$ cat src/rtl/segaddr_pkg.sv
package segaddr_pkg;
  // Segment register indices; the order is decoded by the requester.
  typedef enum logic [2:0] {
    SEL_CODE  = 3'd0,
    SEL_DATA  = 3'd1,
    SEL_STACK = 3'd2,
    SEL_EXTRA = 3'd3,
    SEL_AUX0  = 3'd4,
    SEL_AUX1  = 3'd5
  } seg_sel_e;

  localparam int unsigned BASE_SEGS  = 4;
  localparam int unsigned EXTRA_CNT  = 2;
  localparam int unsigned PARA_SHIFT = 4;

  function automatic int unsigned seg_count(input bit extra);
    return extra ? BASE_SEGS + EXTRA_CNT : BASE_SEGS;
  endfunction
endpackage

$ cat src/rtl/seg_bank.sv
module seg_bank #(
  parameter int unsigned NUM_SEGS = 4,
  parameter int unsigned SEG_W    = 16,
  parameter int unsigned IDX_W    = 2
) (
  input  logic             clk,
  input  logic             rst_n,
  input  logic             wr_en,
  input  logic [IDX_W-1:0] wr_idx,
  input  logic [SEG_W-1:0] wr_data,
  input  logic [IDX_W-1:0] rd_idx,
  output logic [SEG_W-1:0] rd_data
);
  logic [NUM_SEGS-1:0][SEG_W-1:0] regs_q;
  logic wr_hit;

  assign wr_hit = wr_en && (32'(wr_idx) < NUM_SEGS);

  for (genvar g = 0; g < NUM_SEGS; g++) begin : g_reg
    always_ff @(posedge clk) begin
      if (!rst_n)
        regs_q[g] <= '0;
      else if (wr_hit && (32'(wr_idx) == g))
        regs_q[g] <= wr_data;
    end
  end

  // Read port sees flop contents: a same-cycle write is not bypassed.
  always_comb begin
    rd_data = '0;
    for (int i = 0; i < NUM_SEGS; i++)
      if (32'(rd_idx) == i) rd_data = regs_q[i];
  end

  // out-of-range write leaves the bank untouched
  a_r9_bad_index_ignored: assert property (@(posedge clk) disable iff (!rst_n)
    (wr_en && (32'(wr_idx) >= NUM_SEGS)) |=> $stable(regs_q));

  // an in-range write lands on the next edge
  a_r8_write_lands: assert property (@(posedge clk) disable iff (!rst_n)
    wr_hit |=> (regs_q[$past(wr_idx)] == $past(wr_data)));
endmodule

$ cat src/rtl/seg_sum.sv
module seg_sum #(
  parameter int unsigned SEG_W = 16,
  parameter int unsigned OFF_W = 16,
  parameter int unsigned SUM_W = 21
) (
  input  logic [SEG_W-1:0] seg,
  input  logic [OFF_W-1:0] off,
  output logic [SUM_W-1:0] sum
);
  import segaddr_pkg::*;
  logic [SUM_W-1:0] seg_ext;
  logic [SUM_W-1:0] off_ext;

  always_comb begin
    seg_ext = SUM_W'({seg, {PARA_SHIFT{1'b0}}});
    off_ext = SUM_W'(off);
    sum     = seg_ext + off_ext;
  end
endmodule

$ cat src/rtl/a20_gate.sv
module a20_gate #(
  parameter bit          WIDE_BUS = 1'b1,
  parameter int unsigned SUM_W    = 21,
  parameter int unsigned OUT_W    = 24
) (
  input  logic             clk,
  input  logic             rst_n,
  input  logic             gate_wr_en,
  input  logic             gate_wr_val,
  input  logic [SUM_W-1:0] sum,
  output logic [OUT_W-1:0] bus_addr
);
  localparam int unsigned LINE = SUM_W - 1;
  logic gate_q;
  logic line_bit;

  always_ff @(posedge clk) begin
    if (!rst_n)          gate_q <= 1'b0;
    else if (gate_wr_en) gate_q <= gate_wr_val;
  end

  always_comb begin
    line_bit = WIDE_BUS ? (sum[LINE] & gate_q) : 1'b0;
    bus_addr = {{(OUT_W-SUM_W){1'b0}}, line_bit, sum[LINE-1:0]};
  end

  // gate closed out of reset
  a_r5_gate_closed_after_reset: assert property (@(posedge clk)
    $rose(rst_n) |-> !gate_q);
endmodule

$ cat src/rtl/addr_stage.sv
module addr_stage #(
  parameter int unsigned OUT_W = 24
) (
  input  logic             clk,
  input  logic             rst_n,
  input  logic             in_valid,
  output logic             in_ready,
  input  logic [OUT_W-1:0] in_addr,
  output logic             out_valid,
  input  logic             out_ready,
  output logic [OUT_W-1:0] out_addr
);
  logic             vld_q;
  logic [OUT_W-1:0] addr_q;
  logic             take;

  assign in_ready  = !vld_q || out_ready;
  assign take      = in_valid && in_ready;
  assign out_valid = vld_q;
  assign out_addr  = addr_q;

  always_ff @(posedge clk) begin
    if (!rst_n) begin
      vld_q  <= 1'b0;
      addr_q <= '0;
    end else if (take) begin
      vld_q  <= 1'b1;
      addr_q <= in_addr;
    end else if (out_ready) begin
      vld_q  <= 1'b0;
    end
  end

  // held output is stable under back-pressure
  a_r7_hold_stable: assert property (@(posedge clk) disable iff (!rst_n)
    (out_valid && !out_ready) |=> (out_valid && $stable(out_addr)));
  // accepted request shows up next cycle
  a_r7_valid_follows_accept: assert property (@(posedge clk) disable iff (!rst_n)
    (in_valid && in_ready) |=> out_valid);
endmodule

$ cat src/rtl/seg_addr_gen.sv
module seg_addr_gen #(
  parameter bit          EXTRA_SEGS = 1'b1,
  parameter bit          WIDE_BUS   = 1'b1,
  parameter int unsigned SEG_W      = 16,
  parameter int unsigned OFF_W      = 16,
  parameter int unsigned OUT_W      = 24,
  localparam int unsigned NUM_SEGS  = segaddr_pkg::seg_count(EXTRA_SEGS),
  localparam int unsigned IDX_W     = $clog2(NUM_SEGS),
  localparam int unsigned SUM_W     = SEG_W + segaddr_pkg::PARA_SHIFT + 1
) (
  input  logic             clk,
  input  logic             rst_n,
  input  logic             seg_wr_en,
  input  logic [IDX_W-1:0] seg_wr_idx,
  input  logic [SEG_W-1:0] seg_wr_data,
  input  logic             gate_wr_en,
  input  logic             gate_wr_val,
  input  logic             req_valid,
  output logic             req_ready,
  input  logic [IDX_W-1:0] req_seg,
  input  logic [OFF_W-1:0] req_off,
  output logic             addr_valid,
  input  logic             addr_ready,
  output logic [OUT_W-1:0] addr_out
);
  logic [SEG_W-1:0] seg_val;
  logic [SUM_W-1:0] sum;
  logic [OUT_W-1:0] bus_addr;

  seg_bank #(.NUM_SEGS(NUM_SEGS), .SEG_W(SEG_W), .IDX_W(IDX_W)) u_bank (
    .clk(clk), .rst_n(rst_n),
    .wr_en(seg_wr_en), .wr_idx(seg_wr_idx), .wr_data(seg_wr_data),
    .rd_idx(req_seg), .rd_data(seg_val));

  seg_sum #(.SEG_W(SEG_W), .OFF_W(OFF_W), .SUM_W(SUM_W)) u_sum (
    .seg(seg_val), .off(req_off), .sum(sum));

  a20_gate #(.WIDE_BUS(WIDE_BUS), .SUM_W(SUM_W), .OUT_W(OUT_W)) u_gate (
    .clk(clk), .rst_n(rst_n),
    .gate_wr_en(gate_wr_en), .gate_wr_val(gate_wr_val),
    .sum(sum), .bus_addr(bus_addr));

  addr_stage #(.OUT_W(OUT_W)) u_stage (
    .clk(clk), .rst_n(rst_n),
    .in_valid(req_valid), .in_ready(req_ready), .in_addr(bus_addr),
    .out_valid(addr_valid), .out_ready(addr_ready), .out_addr(addr_out));

  // bus bits above the gated line never set
  a_r6_upper_zero: assert property (@(posedge clk) disable iff (!rst_n)
    addr_valid |-> (addr_out[OUT_W-1:SUM_W] == '0));

  // low twenty bits follow the sum seen at acceptance
  a_r1_low_bits: assert property (@(posedge clk) disable iff (!rst_n)
    (req_valid && req_ready) |=> (addr_out[SUM_W-2:0] == $past(sum[SUM_W-2:0])));

  if (!WIDE_BUS) begin : g_narrow
    // narrow build never drives the line bit
    a_r3_no_line_bit: assert property (@(posedge clk) disable iff (!rst_n)
      addr_valid |-> !addr_out[SUM_W-1]);
  end
endmodule

$ cat config.mk
export PLATFORM = sky130hd
export DESIGN_NAME = seg_addr_gen
export DESIGN_NICKNAME = d
export VERILOG_FILES = /design/src/rtl/segaddr_pkg.sv /design/src/rtl/seg_bank.sv /design/src/rtl/seg_sum.sv /design/src/rtl/a20_gate.sv /design/src/rtl/addr_stage.sv /design/src/rtl/seg_addr_gen.sv
export SDC_FILE = /design/constraint.sdc
export NUM_CORES = 1
export LEC_CHECK = 0
export ABC_AREA = 1
export CAP_MARGIN = 15
export CORE_MARGIN = 10
export CORE_UTILIZATION = 44
export CTS_BUF_LIST = sky130_fd_sc_hd__clkbuf_4 sky130_fd_sc_hd__clkbuf_8
export CTS_CLUSTER_DIAMETER = 50
export DETAILED_ROUTE_END_ITERATION = 7
export DONT_BUFFER_PORTS = 1
export GPL_TIMING_DRIVEN = 0
export PLACE_DENSITY_LB_ADDON = 0.08
export SETUP_SLACK_MARGIN = 0.3
export SYNTH_ARGS = -nofsm -noshare
export SYNTH_HDL_FRONTEND = slang
export SYNTH_SLANG_ARGS = --single-unit
$ cat constraint.sdc
create_clock -name clk -period 4.5 [get_ports clk]
set_clock_uncertainty 0.2 [all_clocks]
set_input_delay 0.9 -clock clk [delete_from_list [all_inputs] [get_ports clk]]
set_output_delay 0.9 -clock clk [all_outputs]
set_load 0.01 [all_outputs]
==> out/results.ini, run 1 <==
[place]
dp.cells = 944
portBuffers = 0
place_congestion = 0.873
dpl.hpwl_um = 11900
dpl_cell_area_sq_mm = 0.00566

[cells_and_area]
final_cells = 973
nets = 853
syn_to_final_growth_pct = 11.3
fin_area_sq_mm = 0.00605
final_util_pct = 50.2
layout-drive-gt1-share_pct = 5.96
nFillCells = 1201
diodes = 0

[setup_path]
path_max_fanout = 10
path_class = in -> reg
cp-start-kind = input port
arrival_ns = 3.83
cp_slowest_stage_delay_ns = 0.42
path_delay_family = simple AND/OR/NAND/NOR gates
cp-end-kind = flop
cp.required_ns = 4.64
crit_buf_inv = 5
rrSetupSlack_ns = 1.56
cpMaxStageDelayCell = fa_1
cp_cell_sequence = inv_2 > buf_2 > nand3_1 > inv_1 > buf_2 > nand2_1 > nand3_1 > a221oi_1 > nand2_1 > ha_1 > fa_1 > nand3_1 > nand2_1 > a21boi_0 > o21ai_0 > nand3_1 > nand2_1 > nand2_1 > nand3_1 > nand2_1 > inv_1
crit_top_cell = nand2_1

[routing]
num_vias = 5094
first_pass_iters = 5
via_per_inst = 5.24
antenna_left = 0
drt-total-wl_um = 15400
drtIter0Drc = 460
wire_per_inst_um = 15.9
drc = 0

[global_routing]
grt_max_degree = 17
grt_overflow = 0
track_usage_pct = 18.0
grt_pass1_wl_um = 25300
grt_pass1_vias = 4979
antenna_found_initial = 0

[synth]
syn_avg_cell_area_sq_um = 7.03
netlist_area_sq_mm = 0.00544
synthCells = 774
ys_warn_count = 0
yosys.cell_types.count = 32
synth_seq_cells = 119
ys_seq_area_share_pct = 43.8

[timing]
tightest_slew_ns = 0.643
timing.fmax_ghz = 0.271
rsz0062_at_grt = false
post-route-min-period_ns = 3.69
hold_slack_ns = 0.271
finalCritPeriodShare_pct = 82.0
final_max_slew_viol_count = 0
finalHoldViolCount = 0
relSlewSlack_pct = 56.9
final.setup.tns_ns = 0
setup_viol = 0

[clocking]
cts.sinks = 119
clock_path_buffers = 2
cts_tree = yes
postCtsHoldBufs = 0
cts_buffers = 17
cts.reportedPaths.clkPinSlew_ns = 0.07
clkLatencyLatePin_ns = 0.45
post-cts-setup-buffers = 0
clock-root-buffer = clkbuf_8
cts_resized = 0
cts-htree-levels = 4

[floorplanning]
dieWidth_um = 131
ios = 71
die_h_um = 131
core_sq_mm = 0.0121
initial_core_util_pct = 45.1
fp-row-count = 40
die_area_sq_mm = 0.0172

[power]
p_leak_nw = 2.75
vdd_drop_max_v = 0.000153
power_density_mw_per_mm2 = 382

[outcome]
outcome = completed

[hold_path]
min-delay-path-class = reg -> reg

[job]
max-cap-violations = 0

==> cells in the mapped netlist (all sizes together) <==
library cell | number | area (sq um)
nor3 | 6 | 67.6
a221oi | 4 | 35.0
nand4 | 14 | 100
o21bai | 1 | 7.51
a21oi | 25 | 125
nand2 | 79 | 297
nand3 | 28 | 140
a32oi | 6 | 52.6
a21boi | 1 | 7.51
a22oi | 6 | 45.0
fa | 1 | 20.0
buf | 8 | 45.0
clkinv | 1 | 3.75
conb | 1 | 3.75
nor2 | 248 | 933
a31oi | 6 | 37.5
clkbuf | 30 | 113
dfxtp | 119 | 2380
xor2 | 3 | 26.3
o21ai | 113 | 566
inv | 52 | 195
a32o | 2 | 20.0
ha | 12 | 150
xnor2 | 5 | 43.8
o211ai | 3 | 22.5
==> kinds of logic (layout without fill, tap and decap cells) <==
kind of cell | Yosys count | count (layout) | share of synthesized area [%]
AO/OA/AOI/OAI | 167 | 167 | 16.9
XOR/XNOR | 8 | 8 | 1.29
adder cells (fa/ha/maj) | 13 | 13 | 3.13
buffers and inverters | 91 | 120 | 6.56
flip-flops | 119 | 119 | 43.8
other | 1 | 3 | 0.0689
AND/OR/NAND/NOR | 375 | 375 | 28.3
==> cell usage in the layout, fill, tap and decap left out, types with 2 or more instances in the layout <==
master and instances:
nor2_1 247, dfxtp_1 119, o21ai_0 113, nand2_1 79, inv_1 47, clkbuf_1 30, nand3_1 28, a21oi_1 25
clkbuf_8 22, nand4_1 12, ha_1 12, a32oi_1 6, a22oi_1 6, a31oi_1 6, inv_2 5, xnor2_1 5
a221oi_1 4, clkbuf_4 4, buf_2 3, nor3_2 3, xor2_1 3, o211ai_1 3, buf_4 3, conb_1 3
nor3_4 2, a32o_1 2, nand4_2 2, buf_1 2, bufinv_16 2
==> metal layers <==
metal	vias to the layer above	share of wire [%]	GRT usage [%]	wire, um
met4	0	2.2	7.75	343
li1	2579	-	-	-
met3	25	8.2	5.37	1270
met5	-	0	0	0
met2	181	45	28.8	6980
met1	2309	44	21.8	6830
==> area by class of cell <==
class / instances / area (sq um) / share of cell area, %
plain buffers: 38 / 158 / 2.60
clock buffers: 26 / 333 / 5.50
clock inverters: 3 / 65.1 / 1.07
inverters: 53 / 199 / 3.29
multi-input cells: 566 / 2710 / 44.7
flip-flops and latches: 119 / 2380 / 39.3
well taps: 168 / 210 / 3.47
==> power breakdown <==
group | switching, mW | internal, mW
Clock | 0.398 | 0.581
Sequential | 0.0324 | 1.10
Combinational | 0.135 | 0.0676
Total | 0.565 | 1.75
==> tightest hold or removal path, delay by kind of cell, from the launching register on <==
kind,cells,cell delay [ns]
DFF,1,0.30
buffers and inverters,1,0.06
AOI/OAI and AO/OA,1,0.06
==> stage by stage <==
stage,setup slack [ns],total power [mW]
finish,0.811,2.31
global route,0.476,2.42
CTS,0.841,2.34
detailed placement,0.361,1.36
global placement,0.385,1.35
floorplan,0.916,1.30
==> path summary, 6_finish.rpt <==
path | depth (start not counted) | endpoint | from
max | 21 | u_stage.out_addr[14] | req_seg[2]
min | 2 | u_bank.regs_q[46] | u_bank.regs_q[46]
max reg2reg | 16 | u_stage.out_addr[14] | u_bank.regs_q[0]
min reg2reg | 2 | u_bank.regs_q[46] | u_bank.regs_q[46]
==> registers in the layout, indices dropped and copies added (netlist names) <==
signal / flops
u_stage.out_valid: 1
u_bank.regs_q: 96
u_gate.gate_q: 1
u_stage.out_addr: 21
(Power assumes the default switching activity.)
==> run 2, diff against run 1 <==
clock period = 3.8 ns   (was 4.5 ns; I/O delays follow)
==> out/results.ini, run 2 (synthesized netlist as in run 1, its figures left out) <==
[outcome]
outcome = completed  ; unchanged

[timing]
finalCritPeriodShare_pct = 86.3
tightest_slew_ns = 0.652  ; was 0.643 ns
finalHoldViolCount = 0  ; unchanged
setup_viol = 0  ; unchanged
rsz0062_at_grt = false  ; unchanged
final_max_slew_viol_count = 0  ; unchanged
setup_ws_ns = 0.519  ; was 0.811 ns
relSlewSlack_pct = 56.5  ; was 56.9%
post-route-min-period_ns = 3.28
timing.fmax_ghz = 0.305

[setup_path]
cp_cell_sequence = inv_2 > buf_2 > nand3_1 > inv_1 > buf_4 > nand2_1 > nand3_1 > a221oi_2 > nand2_1 > ha_1 > fa_2 > nand3_1 > nand2_1 > nand3_1 > nand4_1 > xor2_1 > o21ai_0 > inv_1  ; was inv_2 > buf_2 > nand3_1 > inv_1 > buf_2 > nand2_1 > nand3_1 > a221oi_1 > nand2_1 > ha_1 > fa_1 > nand3_1 > nand2_1 > a21boi_0 > o21ai_0 > nand3_1 > nand2_1 > nand2_1 > nand3_1 > nand2_1 > inv_1
worst-path-stages = 18  ; was 21
cp.required_ns = 3.94  ; was 4.64 ns
r2r_cells = 13  ; was 16
path_max_fanout = 10  ; unchanged
cp-endpoint = u_stage.out_addr[16]  ; was u_stage.out_addr[14]
cp_slowest_stage_delay_ns = 0.36  ; was 0.42 ns
r2r_end = u_stage.out_addr[16]  ; was u_stage.out_addr[14]
crit_top_cell = nand3_1  ; was nand2_1
rrSetupSlack_ns = 1.10  ; was 1.56 ns
cp-start-kind = input port  ; unchanged
path_class = in -> reg  ; unchanged
crit_buf_inv = 5  ; unchanged
path_delay_family = simple AND/OR/NAND/NOR gates  ; unchanged
crit_path_start = req_seg[2]  ; unchanged
cpMaxStageDelayCell = fa_2  ; was fa_1
arrival_ns = 3.42  ; was 3.83 ns
cp-end-kind = flop  ; unchanged
r2r_start = u_bank.regs_q[0]  ; unchanged

[global_routing]
antenna_found_initial = 0  ; unchanged
grt_max_degree = 17  ; unchanged
grt_pass1_vias = 4979  ; unchanged
track_usage_pct = 18.0  ; unchanged
grt_overflow = 0  ; unchanged
grt_pass1_wl_um = 25300  ; unchanged

[cells_and_area]
fin_area_sq_mm = 0.00609  ; was 0.00605 sq mm
diodes = 0  ; unchanged
final_util_pct = 50.5  ; was 50.2%
regMostFlops = u_bank.regs_q  ; unchanged
layout_commonest_cell = nor2_1  ; unchanged
layout-drive-gt1-share_pct = 6.96  ; was 5.96%
syn_to_final_growth_pct = 11.9  ; was 11.3%
mostFrequentLayoutCells = 247 x nor2_1, 119 x dfxtp_1, 111 x o21ai_0, 79 x nand2_1, 47 x inv_1  ; was 247 x nor2_1, 119 x dfxtp_1, 113 x o21ai_0, 79 x nand2_1, 47 x inv_1
nets = 853  ; unchanged
largest_register_ff_count = 96  ; unchanged
nFillCells = 1208  ; was 1201

[place]
post-place-ws_ns = -0.199  ; was 0.361 ns
dpl_cell_area_sq_mm = 0.00566  ; unchanged
portBuffers = 0  ; unchanged
place_congestion = 0.873  ; unchanged
dpl.hpwl_um = 11900  ; unchanged

[clocking]
cts_tree = yes  ; unchanged
cts.sinks = 119  ; unchanged
cts.reportedPaths.clkPinSlew_ns = 0.07  ; about the same
cts_buffers = 17  ; unchanged
clkLatencyLatePin_ns = 0.45  ; about the same
postCtsHoldBufs = 0  ; unchanged
clock_path_buffers = 2  ; unchanged
clock-root-buffer = clkbuf_8  ; unchanged
cts-htree-levels = 4  ; unchanged

[power]
power_switching_mw = 0.675  ; was 0.565 mW
p_comb_share_pct = 8.8  ; was 8.7%
power_frac_clock_pct = 42.3  ; about the same
p_int_mw = 2.07  ; was 1.75 mW
p_leak_nw = 2.76  ; was 2.75 nW
p_sw_share_pct = 24.6  ; was 24.4%
vdd_drop_max_v = 0.000183  ; was 0.000153 V
seqPwrFrac_pct = 48.8  ; was 49.0%
power_density_mw_per_mm2 = 451  ; was 382 mW/mm^2

[floorplanning]
fp-row-count = 40  ; unchanged
ios = 71  ; unchanged
core_sq_mm = 0.0121  ; unchanged
die_h_um = 131  ; unchanged
initial_core_util_pct = 45.1  ; unchanged
dieWidth_um = 131  ; unchanged
die_area_sq_mm = 0.0172  ; unchanged

[routing]
first_pass_iters = 5  ; unchanged
via_per_inst = 5.24  ; about the same
drtIter0Drc = 440  ; was 460
drt-total-wl_um = 15500  ; was 15400 um
wire_per_inst_um = 15.9  ; about the same
num_vias = 5098  ; was 5094
antenna_left = 0  ; unchanged
drc = 0  ; unchanged

[hold_path]
min-delay-path-class = in -> reg  ; was reg -> reg

[job]
max-cap-violations = 0  ; unchanged

==> run 2: cell counts in the layout (fill, tap and decap cells not counted) <==
Identical to the previous run, type by type.
==> run 2: metal layers <==
layer  up-vias  track usage (%)  routed length [um]
li1       2572                -                   -
met1      2295             21.8                6670
met2       207             28.8                7050
met3        24             5.37                1410
met4         0             7.75                 318
met5         -                0                   0
==> run 2: worst min-delay path by stage <==
stage / from / end / depth (start not counted)
2_1_floorplan: u_bank.regs_q[44] / u_bank.regs_q[44] / 2
3_3_place_gp: u_bank.regs_q[46] / u_bank.regs_q[46] / 2
3_5_place_dp: u_bank.regs_q[46] / u_bank.regs_q[46] / 2
4_1_cts: seg_wr_data[5] / u_bank.regs_q[21] / 2
5_1_grt: seg_wr_data[3] / u_bank.regs_q[35] / 2
6_report: seg_wr_data[5] / u_bank.regs_q[21] / 2
==> run 2: layout make-up <==
cell class              count  area [sq um]  area share, %
plain buffers              38           164           2.69
clock buffers              26           333           5.47
clock inverters             3          65.1           1.07
inverters                  53           199           3.27
multi-input cells         566          2730           44.9
flip-flops and latches    119          2380           39.1
well taps                 168           210           3.45
==> run 2: power by group through the flow <==
stage / sequential [mW] / combinational [mW] / clock, mW
2_1_floorplan: 1.36 / 0.184 / 0
3_3_place_gp: 1.37 / 0.233 / 0
3_5_place_dp: 1.37 / 0.239 / 0
4_1_cts: 1.34 / 0.241 / 1.18
5_1_grt: 1.35 / 0.280 / 1.24
6_report: 1.34 / 0.242 / 1.16
==> run 2: stage by stage <==
step | TNS, ns | total power [mW] | hold WS (ns) | cells
6_report | 0 | 2.75 | 0.247 | 973
3_3_place_gp | -0.349 | 1.60 | 0.246 | 944
2_1_floorplan | 0 | 1.54 | 0.230 | 776
4_1_cts | 0 | 2.77 | 0.228 | 973
5_1_grt | 0 | 2.87 | 0.236 | 973
3_5_place_dp | -0.462 | 1.61 | 0.256 | 944
==> run 2: timing repair <==
item	CTS	global route
setup buffers	0	0
pin swaps	0	1
gates resized for setup	1	15
setup endpoints to repair	1	8
